<file path="src/rtl/cps_pkg.sv">
package cps_pkg;

  // Two clock phases make up one pixel period.
  typedef enum logic {
    PH_STROBE = 1'b0,
    PH_MOVE   = 1'b1
  } pix_phase_e;

endpackage

</file>
<file path="src/rtl/cps_start_reg.sv">
module cps_start_reg #(
  parameter int COLS   = 16,
  parameter int ADDR_W = 4
) (
  input  logic              clk,
  input  logic              rst,
  input  logic              we,
  input  logic [ADDR_W-1:0] wdata,
  output logic [COLS-1:0]   preset_vec
);

  logic [ADDR_W-1:0] addr_q;

  always_ff @(posedge clk) begin
    if (rst) begin
      addr_q <= '0;
    end else if (we) begin
      addr_q <= wdata;
    end
  end

  // Decode the stored column to a one-hot vector; out-of-range values give zero.
  for (genvar i = 0; i < COLS; i++) begin : g_dec
    assign preset_vec[i] = (addr_q == ADDR_W'(i));
  end

endmodule

</file>
<file path="src/rtl/cps_phase.sv">
module cps_phase
  import cps_pkg::*;
(
  input  logic clk,
  input  logic rst,
  input  logic restart,
  input  logic go,
  output logic strobe,
  output logic move
);

  pix_phase_e ph_q;

  always_ff @(posedge clk) begin
    if (rst) begin
      ph_q <= PH_STROBE;
    end else if (restart) begin
      ph_q <= PH_STROBE;
    end else if (go) begin
      ph_q <= (ph_q == PH_STROBE) ? PH_MOVE : PH_STROBE;
    end
  end

  assign strobe = go && (ph_q == PH_STROBE);
  assign move   = go && (ph_q == PH_MOVE);

endmodule

</file>
<file path="src/rtl/cps_window.sv">
module cps_window #(
  parameter int LEN_W = 5
) (
  input  logic             clk,
  input  logic             rst,
  input  logic             load,
  input  logic [LEN_W-1:0] len,
  input  logic             move,
  input  logic             edge_hit,
  output logic             armed,
  output logic             done
);

  logic [LEN_W-1:0] rem_q;

  always_ff @(posedge clk) begin
    if (rst) begin
      rem_q <= '0;
      armed <= 1'b0;
      done  <= 1'b0;
    end else if (load) begin
      rem_q <= len;
      armed <= 1'b1;
      done  <= (len == '0);
    end else if (move) begin
      rem_q <= rem_q - LEN_W'(1);
      if ((rem_q == LEN_W'(1)) || edge_hit) begin
        done <= 1'b1;
      end
    end
  end

endmodule

</file>
<file path="src/rtl/cps_shift.sv">
module cps_shift #(
  parameter int COLS = 16
) (
  input  logic            clk,
  input  logic            rst,
  input  logic            load,
  input  logic [COLS-1:0] preset_vec,
  input  logic            move,
  output logic [COLS-1:0] sel
);

  always_ff @(posedge clk) begin
    if (rst) begin
      sel <= '0;
    end else if (load) begin
      sel <= preset_vec;
    end else if (move) begin
      // Toward higher index; the top bit falls off, no wrap.
      sel <= {sel[COLS-2:0], 1'b0};
    end
  end

endmodule

</file>
<file path="src/rtl/col_scan_top.sv">
module col_scan_top #(
  parameter int COLS   = 16,
  parameter int ADDR_W = $clog2(COLS),
  parameter int LEN_W  = $clog2(COLS + 1)
) (
  input  logic              clk,
  input  logic              rst,
  input  logic              start_we,
  input  logic [ADDR_W-1:0] start_data,
  input  logic              load,
  input  logic              run,
  input  logic [LEN_W-1:0]  win_len,
  output logic [COLS-1:0]   col_sel,
  output logic              pix_valid,
  output logic              eol
);

  localparam int LAST_COL = COLS - 1;

  logic [COLS-1:0] preset_vec;
  logic            armed;
  logic            done;
  logic            go;
  logic            strobe;
  logic            move;
  logic            edge_hit;

  assign go       = run && armed && !done && !load;
  assign edge_hit = col_sel[LAST_COL];

  cps_start_reg #(.COLS(COLS), .ADDR_W(ADDR_W)) u_start (
    .clk        (clk),
    .rst        (rst),
    .we         (start_we),
    .wdata      (start_data),
    .preset_vec (preset_vec)
  );

  cps_phase u_phase (
    .clk     (clk),
    .rst     (rst),
    .restart (load),
    .go      (go),
    .strobe  (strobe),
    .move    (move)
  );

  cps_window #(.LEN_W(LEN_W)) u_win (
    .clk      (clk),
    .rst      (rst),
    .load     (load),
    .len      (win_len),
    .move     (move),
    .edge_hit (edge_hit),
    .armed    (armed),
    .done     (done)
  );

  cps_shift #(.COLS(COLS)) u_shift (
    .clk        (clk),
    .rst        (rst),
    .load       (load),
    .preset_vec (preset_vec),
    .move       (move),
    .sel        (col_sel)
  );

  always_ff @(posedge clk) begin
    if (rst) begin
      pix_valid <= 1'b0;
    end else begin
      pix_valid <= strobe;
    end
  end

  assign eol = done;

endmodule

</file>
<file path="config.mk">
export PLATFORM = sky130hd
export DESIGN_NAME = col_scan_top
export DESIGN_NICKNAME = d
export VERILOG_FILES = /design/src/rtl/cps_pkg.sv /design/src/rtl/cps_start_reg.sv /design/src/rtl/cps_phase.sv /design/src/rtl/cps_window.sv /design/src/rtl/cps_shift.sv /design/src/rtl/col_scan_top.sv
export SDC_FILE = /design/constraint.sdc
export NUM_CORES = 1
export LEC_CHECK = 0
export ABC_AREA = 1
export BUFFER_PORTS_ARGS = -buffer_cell sky130_fd_sc_hd__buf_2
export CORE_UTILIZATION = 49
export DETAILED_ROUTE_END_ITERATION = 8
export GPL_TIMING_DRIVEN = 0
export PLACE_DENSITY = 0.75
export SYNTH_ARGS = -nofsm -noshare
export SYNTH_HDL_FRONTEND = slang
export SYNTH_HIERARCHICAL = 1
export SYNTH_SLANG_ARGS = --single-unit
export TNS_END_PERCENT = 10
</file>
<file path="constraint.sdc">
create_clock -name clk -period 1.34 [get_ports clk]
set_input_delay 0.134 -clock clk [delete_from_list [all_inputs] [get_ports clk]]
set_output_delay 0.134 -clock clk [all_outputs]
set_load 0.005 [all_outputs]
</file>
==> metrics, run 1 <==
unrepaired setup endpoints after global routing yes; Pwr Density 854 mW/mm2; Die Height 59.1 um; post-layout util 0.638; fraction of layout cells with a size suffix above 1 0.267; share of the synthesized area in the top cell type 0.364; Clock Latency Late Sink 0.32 ns; drt total wl around 3.4 mm; register area between 500 and 600 um2; Setup crit end kind flip-flop; crit start category flip-flop; Yosys top cell by area dfxtp_1; count leader, synth nand2_1; Worst Hold Class in -> reg; DRC viols 0; CTS buffer count 5; sequential fraction of the synthesis area 0.364; DIE WIDTH between 50 and 60 um; Synth area leaders dfxtp_1, nand2_1, nand3_1; maximum vdd drop 0.594 mV; cells after synthesis around 250; critical path's top delay family simple AND/OR/NAND/NOR gates; Total GRT Usage 0.198; Antenna Cells 0; FF+latch count, synth 29; fin crit period between 1 and 1.5 ns; Slew Limit Fails 0; GR Util met3 0.0480; Critical Path Slowest Stage Cell dfxtp_2; TritonCTS clock tree yes; Nets between 300 and 400; setup violators final 0; Pleak 1.10 nW; # port buffers 30; Unique masters post-synth 21; Post-DRT Antenna Nets 0; Layout area overhead 23.0%; cts hold-fix bufs 0; drt first-iter violations between 60 and 70; Max H-tree Level 2; final hold vios 0; first-pass GRT wire length around 5.2 mm; Post-synth ARST share 0; Post-Syn Area per Cell ~6.3 um2; CP Buf/Inv Count 5; Setup Crit Path Kind reg -> reg; vias in the first global route 1,200; initial antenna violation count 0; post-synthesis cell area roughly 0.0016 mm2; crit path DAT between 1.5 and 2 ns; Core Area ~0.003 mm2; Clock Tree Root clkbuf_4; GP Congestion around 0.8; CTS Sinks 29; fillcell total a little over 300; synth cell count leaders nand2_1, inv_1, nor2_1; Syn Nets roughly 270; Layout Cells excl Fill 340; worst-path fanout max 8; IO Count 32; clock-pin slew on the worst setup and hold paths 0.09 ns; Post-synth EDFFs 0; # rows 20; Period Utilization, post-route 0.997; remaining global-route overflow 0; Via density 4.70; layer with the highest usage met2; Primary FF master, synth dfxtp_1; HPWL after detailed placement ~2.3 mm; met2 Usage GRT 0.297; Clock Skew roughly 0.0096 ns; Starting Density 0.519; Final Cell Area 0.00196 mm2; relative slew slack 0.835; CP peak stage delay ~0.34 ns; Die Area 0.00349 mm2; vias about 1,600; Max Clk Rate around 0.75 GHz; Tightest Pin Transition roughly 0.25 ns; drt first pass iters 5; met1 Use GR 0.264; CP Data Required Time around 1.6 ns; Clock Tree Buf Depth 2; crit-path cells inv_2 > nand2_2 > nor2_4 > nand2_2 > inv_2 > buf_6 > nor2_8 > buf_6 > nand2_2 > nand3_2 > nand2_1 > inv_1; Hold WS roughly 0.063 ns; YS warnings 6; total of max-cap violations 0; footprint of the multi-input gates around 840 um2; status complete, no violations; placed cell count between 300 and 400; Area after DPL 0.00181 mm2; routed len/inst 10.0 um; Crit path top cell by count nand2_2; pin count of the biggest net entering global routing 13
[flip-flops by register name (all words and copies together) (netlist names)]
register and flops:
pix_valid 1, u_phase/ph_q 1, u_win/armed 1, u_shift/sel 16
u_win/rem_q 5, u_win/done 1, u_start/addr_q 4
[power breakdown]
part           switching [mW]  internal (mW)  leakage [nW]
Combinational           0.152          0.104         0.836
Sequential             0.0269          0.896         0.238
Clock                   0.291          0.209        0.0265
[metal layers]
metal	up-vias	routed length [um]	part of all wire
li1	849	-	-
met1	691	1550	0.46
met2	52	1610	0.47
met3	5	190	0.056
met4	0	51	0.015
met5	-	0	0
[worst register-to-register path, cell delays in order (launching register included)]
cell     delay, ns
dfxtp_2       0.34
inv_2         0.05
nand2_2       0.05
nor2_4        0.13
nand2_2       0.08
inv_2         0.07
buf_6         0.13
nor2_8        0.06
buf_6         0.14
nand2_2       0.06
nand3_2       0.05
nand2_1       0.06
inv_1         0.04
[cells in the final DEF, fill, tap and decap left out, drive strengths merged]
master,count
nand2,82
buf,44
nor2,43
inv,41
nand3,31
dfxtp,29
clkbuf,8
a21oi,6
o21ai,3
a22oi,2
ha,2
a211oi,1
nand4,1
xor2,1
nand3b,1
nor3,1
[per-stage QoR]
step / setup slack [ns] / setup TNS [ns] / total power, mW
floorplan: 0.0186 / 0 / 1.11
CTS: 0.00617 / 0 / 1.68
global placement: -0.0970 / -0.957 / 1.18
detailed placement: -0.104 / -0.951 / 1.18
global route: -0.112 / -1.01 / 1.77
finish: 0.00366 / 0 / 1.68
[cell type report]
class / instances / share of cell area
repair buffers: 35 / 0.0975
plain buffers: 9 / 0.0452
multi-input cells: 174 / 0.429
well taps: 44 / 0.0280
flip-flops and latches: 29 / 0.297
clock buffers: 8 / 0.0248
inverters: 41 / 0.0783
[worst paths after layout]
kind / start / slack, ns / to / cells past startpoint
max: u_win/done$_SDFFE_PP0P_ / 0.004 / u_shift/sel[8]$_SDFFE_PP0P_ / 12
min: start_we / 0.06 / u_start/addr_q[0]$_SDFFE_PP0P_ / 3
max reg2reg: u_win/done$_SDFFE_PP0P_ / 0.004 / u_shift/sel[8]$_SDFFE_PP0P_ / 12
min reg2reg: u_win/armed$_SDFFE_PP0P_ / 0.47 / u_win/armed$_SDFFE_PP0P_ / 2
[cell families (layout without fill, tap and decap cells)]
| kind of cell | count (synthesis) | in the layout | share of synthesized area |
|---|---|---|---|
| AOI/OAI and AO/OA | 12 | 12 | 0.0454 |
| xor gates and xnor gates | 1 | 1 | 0.00549 |
| adders and majority gates | 2 | 2 | 0.0157 |
| buffers and inverters | 50 | 93 | 0.147 |
| DFF | 29 | 29 | 0.364 |
| and+or+nand+nor | 159 | 159 | 0.422 |
[repair_timing]
item / in CTS / in global routing
setup endpoints to repair: 13 / 20
cloned: 0 / 1
pin swaps: 0 / 4
gates resized for setup: 0 / 23
buffers inserted: 2 / 2
No activity file was read; power rests on OpenSTA's default activity.
==> run 2: changes to the inputs <==
Settings changed: CORE_UTILIZATION 49 to 54, PLACE_DENSITY 0.75 to 0.79.
Clock period 1.34 ns to 1.3 ns, I/O delays scaled along.
==> run 2 against run 1 <==
Net effect: the run now ends with negative setup slack left; flip-flop and latch count is the same; final cell count shrank 3.2%; hold slack lost 0.013 ns; combinational power grew 6%; sequential share of layout area shrank 1.0 points; clock skew shrank 0.0026 ns; worst setup slack lost 0.020 ns; non-clock buffer count grew 1; register-to-register slack lost 0.02 ns; sequential power grew 3.4%; utilization grew 9.3 points; final area grew 3.5%; critical endpoint is now u_shift/sel[14]$_SDFFE_PP0P_; largest power group unchanged.
==> metrics, run 2 (same netlist as run 1, synthesis figures left out) <==
Antenna Cells 0 (unchanged); Layout Cells excl Fill 329 (was 340); crit path DAT 1.59 ns (was 1.56 ns); maximum vdd drop 0.899 mV (was 0.594 mV); Clock Tree Buf Depth 2 (unchanged); Tot Pwr 1.73 mW (was 1.68 mW); relative slew slack 0.817 (was 0.835); Clock Skew 0.00701 ns (was 0.00960 ns); worst r2r dst u_shift/sel[14]$_SDFFE_PP0P_ (was u_shift/sel[8]$_SDFFE_PP0P_); # rows 19 (was 20); pin count of the biggest net entering global routing 17 (was 13); fillcell total 241 (was 307); Final Cell Area 0.00203 mm2 (was 0.00196 mm2); crit path capture u_shift/sel[14]$_SDFFE_PP0P_ (was u_shift/sel[8]$_SDFFE_PP0P_); IO Count 32 (unchanged); Core Area 0.00278 mm2 (was 0.00308 mm2); DRC viols 0 (unchanged); Period Utilization, post-route 1.01 (was 0.997); GP Congestion 0.811 (was 0.819); vias in the first global route 1,295 (was 1,200); final setup margin -0.0165 ns (was 0.00366 ns); fraction of layout cells with a size suffix above 1 0.292 (was 0.267); Max H-tree Level 2 (unchanged); # port buffers 30 (unchanged); Setup Crit Path Kind reg -> reg (unchanged); drt first-iter violations 87 (was 68); Tightest Pin Transition 0.275 ns (was 0.248 ns); R2R cell count 11 (was 12); Clock Latency Late Sink 0.33 ns (was 0.32 ns); first-pass GRT wire length 5.50 mm (was 5.17 mm); vias 1,648 (was 1,597); Critical Path Source u_win/done$_SDFFE_PP0P_ (unchanged); Max Clk Rate 0.760 GHz (was 0.748 GHz); failing checks negative setup slack; crit start category flip-flop (unchanged); max reg flops 16 (unchanged); Total GRT Usage 0.223 (was 0.198); setup violators final 1 (was 0); Area after DPL 0.00179 mm2 (was 0.00181 mm2); unrepaired setup endpoints after global routing yes (unchanged); DIE WIDTH 56.4 um (was 59.1 um); drt first pass iters 4 (was 5); Post-DRT Antenna Nets 0 (unchanged); TritonCTS clock tree yes (unchanged); Worst Hold Class in -> reg (unchanged); r2r setup slk -0.02 ns (was 0.004 ns); CTS buffer count 5 (unchanged); routed len/inst 11.3 um (was 10.0 um); Layout area overhead 27.4% (was 23.0%); Via density 5.01 (was 4.70); Die Area 0.00318 mm2 (was 0.00349 mm2); r2r startpoint u_win/done$_SDFFE_PP0P_ (unchanged); CTS Sinks 29 (unchanged); CP Data Required Time 1.57 ns (was 1.56 ns); Clock Tree Root clkbuf_4 (unchanged); Starting Density 0.574 (was 0.519); remaining global-route overflow 0 (unchanged); worst-path fanout max 6 (was 8); status finished, violations left (was complete, no violations); final hold vios 0 (unchanged); cts hold-fix bufs 0 (unchanged); clock-pin slew on the worst setup and hold paths 0.09 ns (about the same); Pwr Density 851 mW/mm2 (was 854 mW/mm2); initial antenna violation count 0 (unchanged); fin crit period 1.32 ns (was 1.34 ns); HPWL after detailed placement 2.35 mm (was 2.31 mm); drt total wl 3.71 mm (was 3.40 mm); most flop-heavy register u_shift/sel (unchanged); commonest cells after routing, fill and taps aside nand2_1, inv_1, nor2_1, buf_2, dfxtp_1 (unchanged); total of max-cap violations 0 (unchanged); Pleak 1.11 nW (was 1.10 nW); post-layout util 0.731 (was 0.638); Regs by FF count u_shift/sel x16, u_win/rem_q x5, u_start/addr_q x4 (unchanged); TNS Setup -0.0165 ns (was 0 ns); Nets 313 (was 311); Slew Limit Fails 0 (unchanged); Die Height 56.4 um (was 59.1 um); most common cell after layout, fill and taps aside nand2_1 (unchanged); placed cell count 314 (was 327); Setup crit end kind flip-flop (unchanged)
run 2: cell count changes in the layout (fill, tap and decap cells not counted), moves of 2 or more:
cell,delta
nand3_1,-11
nand3_2,+11
nand2_1,+6
nand2_2,-5
buf_6,-2
buf_8,+2
run 2: worst max-delay path, cell delays in order (launching register included):
cell	delay (ns)
dfxtp_2	0.33
inv_2	0.04
nand2_2	0.06
nor2_4	0.10
nand2_2	0.08
inv_4	0.07
buf_8	0.15
buf_6	0.12
nand2_1	0.06
nand2_1	0.07
nand2_1	0.07
a21oi_2	0.11
run 2: routing by layer:
metal | part of all wire | vias to the layer above | GRT usage | wire, um
li1 | - | 860 | - | -
met1 | 0.47 | 744 | 0.289 | 1760
met2 | 0.46 | 40 | 0.347 | 1720
met3 | 0.052 | 4 | 0.0622 | 192
met4 | 0.011 | 0 | 0.0941 | 40
met5 | 0 | - | 0 | 0
run 2: how the worst min path moves through the flow:
stage                                           to  startpoint  slack [ns]  depth (start not counted)
floorplan              u_shift/sel[0]$_SDFFE_PP0P_         rst        0.20                          1
global placement    u_start/addr_q[3]$_SDFFE_PP0P_    start_we        0.38                          3
detailed placement  u_start/addr_q[3]$_SDFFE_PP0P_    start_we        0.39                          3
CTS                 u_start/addr_q[3]$_SDFFE_PP0P_    start_we        0.05                          3
global route        u_start/addr_q[1]$_SDFFE_PP0P_    start_we        0.06                          3
finish              u_start/addr_q[3]$_SDFFE_PP0P_    start_we        0.05                          3
run 2: final cells by class:
type / instances / area, um2 / share of cell area
repair buffers: 37 / 228 / 0.112
flip-flops and latches: 29 / 583 / 0.287
well taps: 31 / 38.8 / 0.0191
clock buffers: 8 / 48.8 / 0.0240
plain buffers: 8 / 85.1 / 0.0418
inverters: 41 / 156 / 0.0769
multi-input cells: 175 / 893 / 0.439
run 2: where the power goes:
part / leakage [nW] / switching (mW) / total [mW] / internal [mW]
clock network: 0.0265 / 0.290 / 0.505 / 0.215
registers: 0.238 / 0.0301 / 0.953 / 0.923
logic: 0.851 / 0.163 / 0.272 / 0.109
total: 1.11 / 0.483 / 1.73 / 1.25
run 2: timing repair:
action / in CTS / in global routing
resized for setup: 5 / 26
endpoints found under the hold margin: 0 / 0
pin swaps: 2 / 22
buffers inserted: 5 / 1
gates cloned: 0 / 2
setup endpoints to repair: 16 / 19
run 2: metrics by stage:
stage	hold WS, ns	setup slack (ns)
after floorplan	0.199	-0.0214
after global placement	0.382	-0.124
after detailed placement	0.388	-0.149
after CTS	0.0493	0.00669
after global routing	0.0554	-0.0978
final	0.0494	-0.0165
==> run 3: changes to the inputs <==
Settings changed: CORE_ASPECT_RATIO set to 1.1, CORE_UTILIZATION 54 to 49, PLACE_DENSITY 0.79 to 0.75.
Clock period 1.3 ns to 1.14 ns, I/O delays scaled along.
==> run 3 against run 2 <==
Net effect: the run still ends with negative setup slack left; utilization down 7.0 points; flip-flop and latch count did not move; first-iteration DRC count fell by 45%.
==> metrics, run 3 (same netlist as run 1, synthesis figures left out) <==
final hold vios 0 (unchanged); routed wl met3 186 um (was 192 um); CTS buffer count 5 (unchanged); TritonCTS clock tree yes (unchanged); r2r setup slk -0.17 ns (was -0.02 ns); commonest cells after routing, fill and taps aside nand2_1, inv_1, nor2_1, buf_2, dfxtp_1 (unchanged); r2r startpoint u_win/done$_SDFFE_PP0P_ (unchanged); part of the power in registers 0.510 (was 0.551); Setup crit end kind flip-flop (unchanged); Nets 317 (was 313); max reg flops 16 (unchanged); DIE WIDTH 56.4 um (about the same); drt first-iter violations 48 (was 87); Setup Crit Path Kind reg -> reg (unchanged); Clk pwr share 0.341 (was 0.292); TNS Setup -2.67 ns (was -0.0165 ns); Period Utilization, post-route 1.15 (was 1.01); failing checks negative setup slack (unchanged); highest metal used met4 (unchanged); Pleak 1.13 nW (was 1.11 nW); most flop-heavy register u_shift/sel (unchanged); Die Area 0.00349 mm2 (was 0.00318 mm2); combinational share of power 0.150 (was 0.157); depth of the worst hold-timing path 3 (unchanged); clock-pin slew on the worst setup and hold paths 0.10 ns (was 0.09 ns); Max H-tree Level 2 (unchanged); first-pass GRT wire length 5.87 mm (was 5.50 mm); Worst Hold Class in -> reg (unchanged); fraction of layout cells with a size suffix above 1 0.301 (was 0.292); Critical Path Source u_win/done$_SDFFE_PP0P_ (unchanged); CTS Sinks 29 (unchanged); vias in the first global route 1,352 (was 1,295); Post-DRT Antenna Nets 0 (unchanged); crit start category flip-flop (unchanged); pin count of the biggest net entering global routing 13 (was 17); register area 583 um2 (unchanged); Clock Tree Root clkbuf_4 (unchanged); post-layout util 0.661 (was 0.731); Pwr Density 1050 mW/mm2 (was 851 mW/mm2); Net Sw Power 0.588 mW (was 0.483 mW); Worst Hold Launch start_we (unchanged); total of max-cap violations 0 (unchanged); status finished, violations left (unchanged); Starting Density 0.519 (was 0.574); DRC viols 0 (unchanged); Clock Latency Late Sink 0.35 ns (was 0.33 ns); Final Cell Area 0.00203 mm2 (about the same); IO Count 32 (unchanged); Place WS -0.302 ns (was -0.149 ns); maximum vdd drop 0.661 mV (was 0.899 mV); CP Data Required Time 1.37 ns (was 1.57 ns); vias 1,629 (was 1,648); Layout area overhead 27.2% (was 27.4%); final setup margin -0.171 ns (was -0.0165 ns); setup violators final 23 (was 1); Core Area 0.00307 mm2 (was 0.00278 mm2); P_int 1.54 mW (was 1.25 mW); remaining global-route overflow 0 (unchanged); Antenna Cells 0 (unchanged); HPWL after detailed placement 2.38 mm (was 2.35 mm); switching share of power 0.276 (was 0.279); drt total wl 3.76 mm (was 3.71 mm); Metal-1 WL 1.66 mm (was 1.76 mm); relative slew slack 0.814 (was 0.817); R2R cell count 9 (was 11); Tot Pwr 2.13 mW (was 1.73 mW); Clock Skew 0.0130 ns (was 0.00701 ns); initial antenna violation count 0 (unchanged); fin crit period 1.31 ns (was 1.32 ns); fillcell total 297 (was 241); routed len/inst 11.2 um (was 11.3 um); Via density 4.85 (was 5.01); WHS Endpoint u_start/addr_q[3]$_SDFFE_PP0P_ (unchanged); Total GRT Usage 0.224 (was 0.223); Area after DPL 0.00179 mm2 (about the same); unrepaired setup endpoints after global routing yes (unchanged); cts hold-fix bufs 0 (unchanged); crit path DAT 1.55 ns (was 1.59 ns); GP Congestion 0.831 (was 0.811); # rows 21 (was 19); drt first pass iters 4 (unchanged); worst-path fanout max 2 (was 6); most common cell after layout, fill and taps aside nand2_1 (unchanged); footprint of the multi-input gates 850 um2 (was 893 um2); met2 WL post-DR 1.77 mm (was 1.72 mm); Tightest Pin Transition 0.280 ns (was 0.275 ns); worst r2r dst u_phase/ph_q$_SDFFE_PP0P_ (was u_shift/sel[14]$_SDFFE_PP0P_); Max Clk Rate 0.763 GHz (was 0.760 GHz); Clock Tree Buf Depth 2 (unchanged); # port buffers 30 (unchanged); Regs by FF count u_shift/sel x16, u_win/rem_q x5, u_start/addr_q x4 (unchanged); Slew Limit Fails 0 (unchanged); Die Height 61.9 um (was 56.4 um)
==> run 3: changes by cell type in the layout (fill, tap and decap cells not counted), moves of 3 or more <==
cell and delta:
buf_4 +5, buf_6 +3, clkbuf_1 -3, nand2_1 -4, nand2_2 +3, nand3_1 +12, nand3_2 -12
==> run 3: layer usage <==
| metal | vias to the layer above | track usage |
|---|---|---|
| met2 | 43 | 0.360 |
| met3 | 14 | 0.0538 |
| met1 | 710 | 0.266 |
| met4 | 0 | 0.164 |
| li1 | 862 | - |
| met5 | - | 0 |
==> run 3: worst max-delay path, stage by stage, from the launching register on <==
cell	delay, ns
dfxtp_2	0.35
inv_2	0.04
nand2_2	0.07
nor2_4	0.04
buf_4	0.12
buf_4	0.12
buf_4	0.13
buf_6	0.11
nor2_2	0.13
nor2_2	0.06
==> run 3: final cells by class <==
class | instances | area share
Inverter | 41 | 0.0770
Timing Repair Buffer | 41 | 0.118
Sequential cell | 29 | 0.287
Clock buffer | 7 | 0.0320
Multi-Input combinational cell | 174 | 0.418
Clock inverter | 1 | 0.00246
Tap cell | 34 | 0.0209
Buffer | 9 | 0.0437
==> run 3: metrics by stage <==
stage | std cells | hold slack, ns
after detailed placement | 317 | 0.374
final | 336 | 0.0217
after global placement | 317 | 0.369
after floorplan | 253 | 0.183
after CTS | 334 | 0.0154
after global routing | 336 | 0.0379
==> run 3: worst max-delay path by stage <==
stage | end | slack [ns] | depth (start not counted)
4_1_cts | u_shift/sel[11]$_SDFFE_PP0P_ | -0.16 | 12
5_1_grt | pix_valid$_SDFF_PP0_ | -0.25 | 11
3_5_place_dp | u_shift/sel[7]$_SDFFE_PP0P_ | -0.30 | 12
3_3_place_gp | u_shift/sel[9]$_SDFFE_PP0P_ | -0.29 | 12
6_report | u_phase/ph_q$_SDFFE_PP0P_ | -0.17 | 9
2_1_floorplan | u_shift/sel[10]$_SDFFE_PP0P_ | -0.18 | 12
==> run 3: power by group through the flow <==
stage / clock [mW] / combinational, mW / sequential [mW]
floorplan: 0 / 0.201 / 1.10
global route: 0.787 / 0.360 / 1.09
finish: 0.726 / 0.319 / 1.09
global placement: 0 / 0.279 / 1.10
CTS: 0.751 / 0.303 / 1.08
detailed placement: 0 / 0.285 / 1.11
==> run 3: repair_timing <==
action / in CTS / in global routing
pin swaps: 8 / 5
resized for setup: 12 / 16
gates cloned: 1 / 0
setup buffers: 8 / 2
endpoints found under the setup margin: 21 / 24
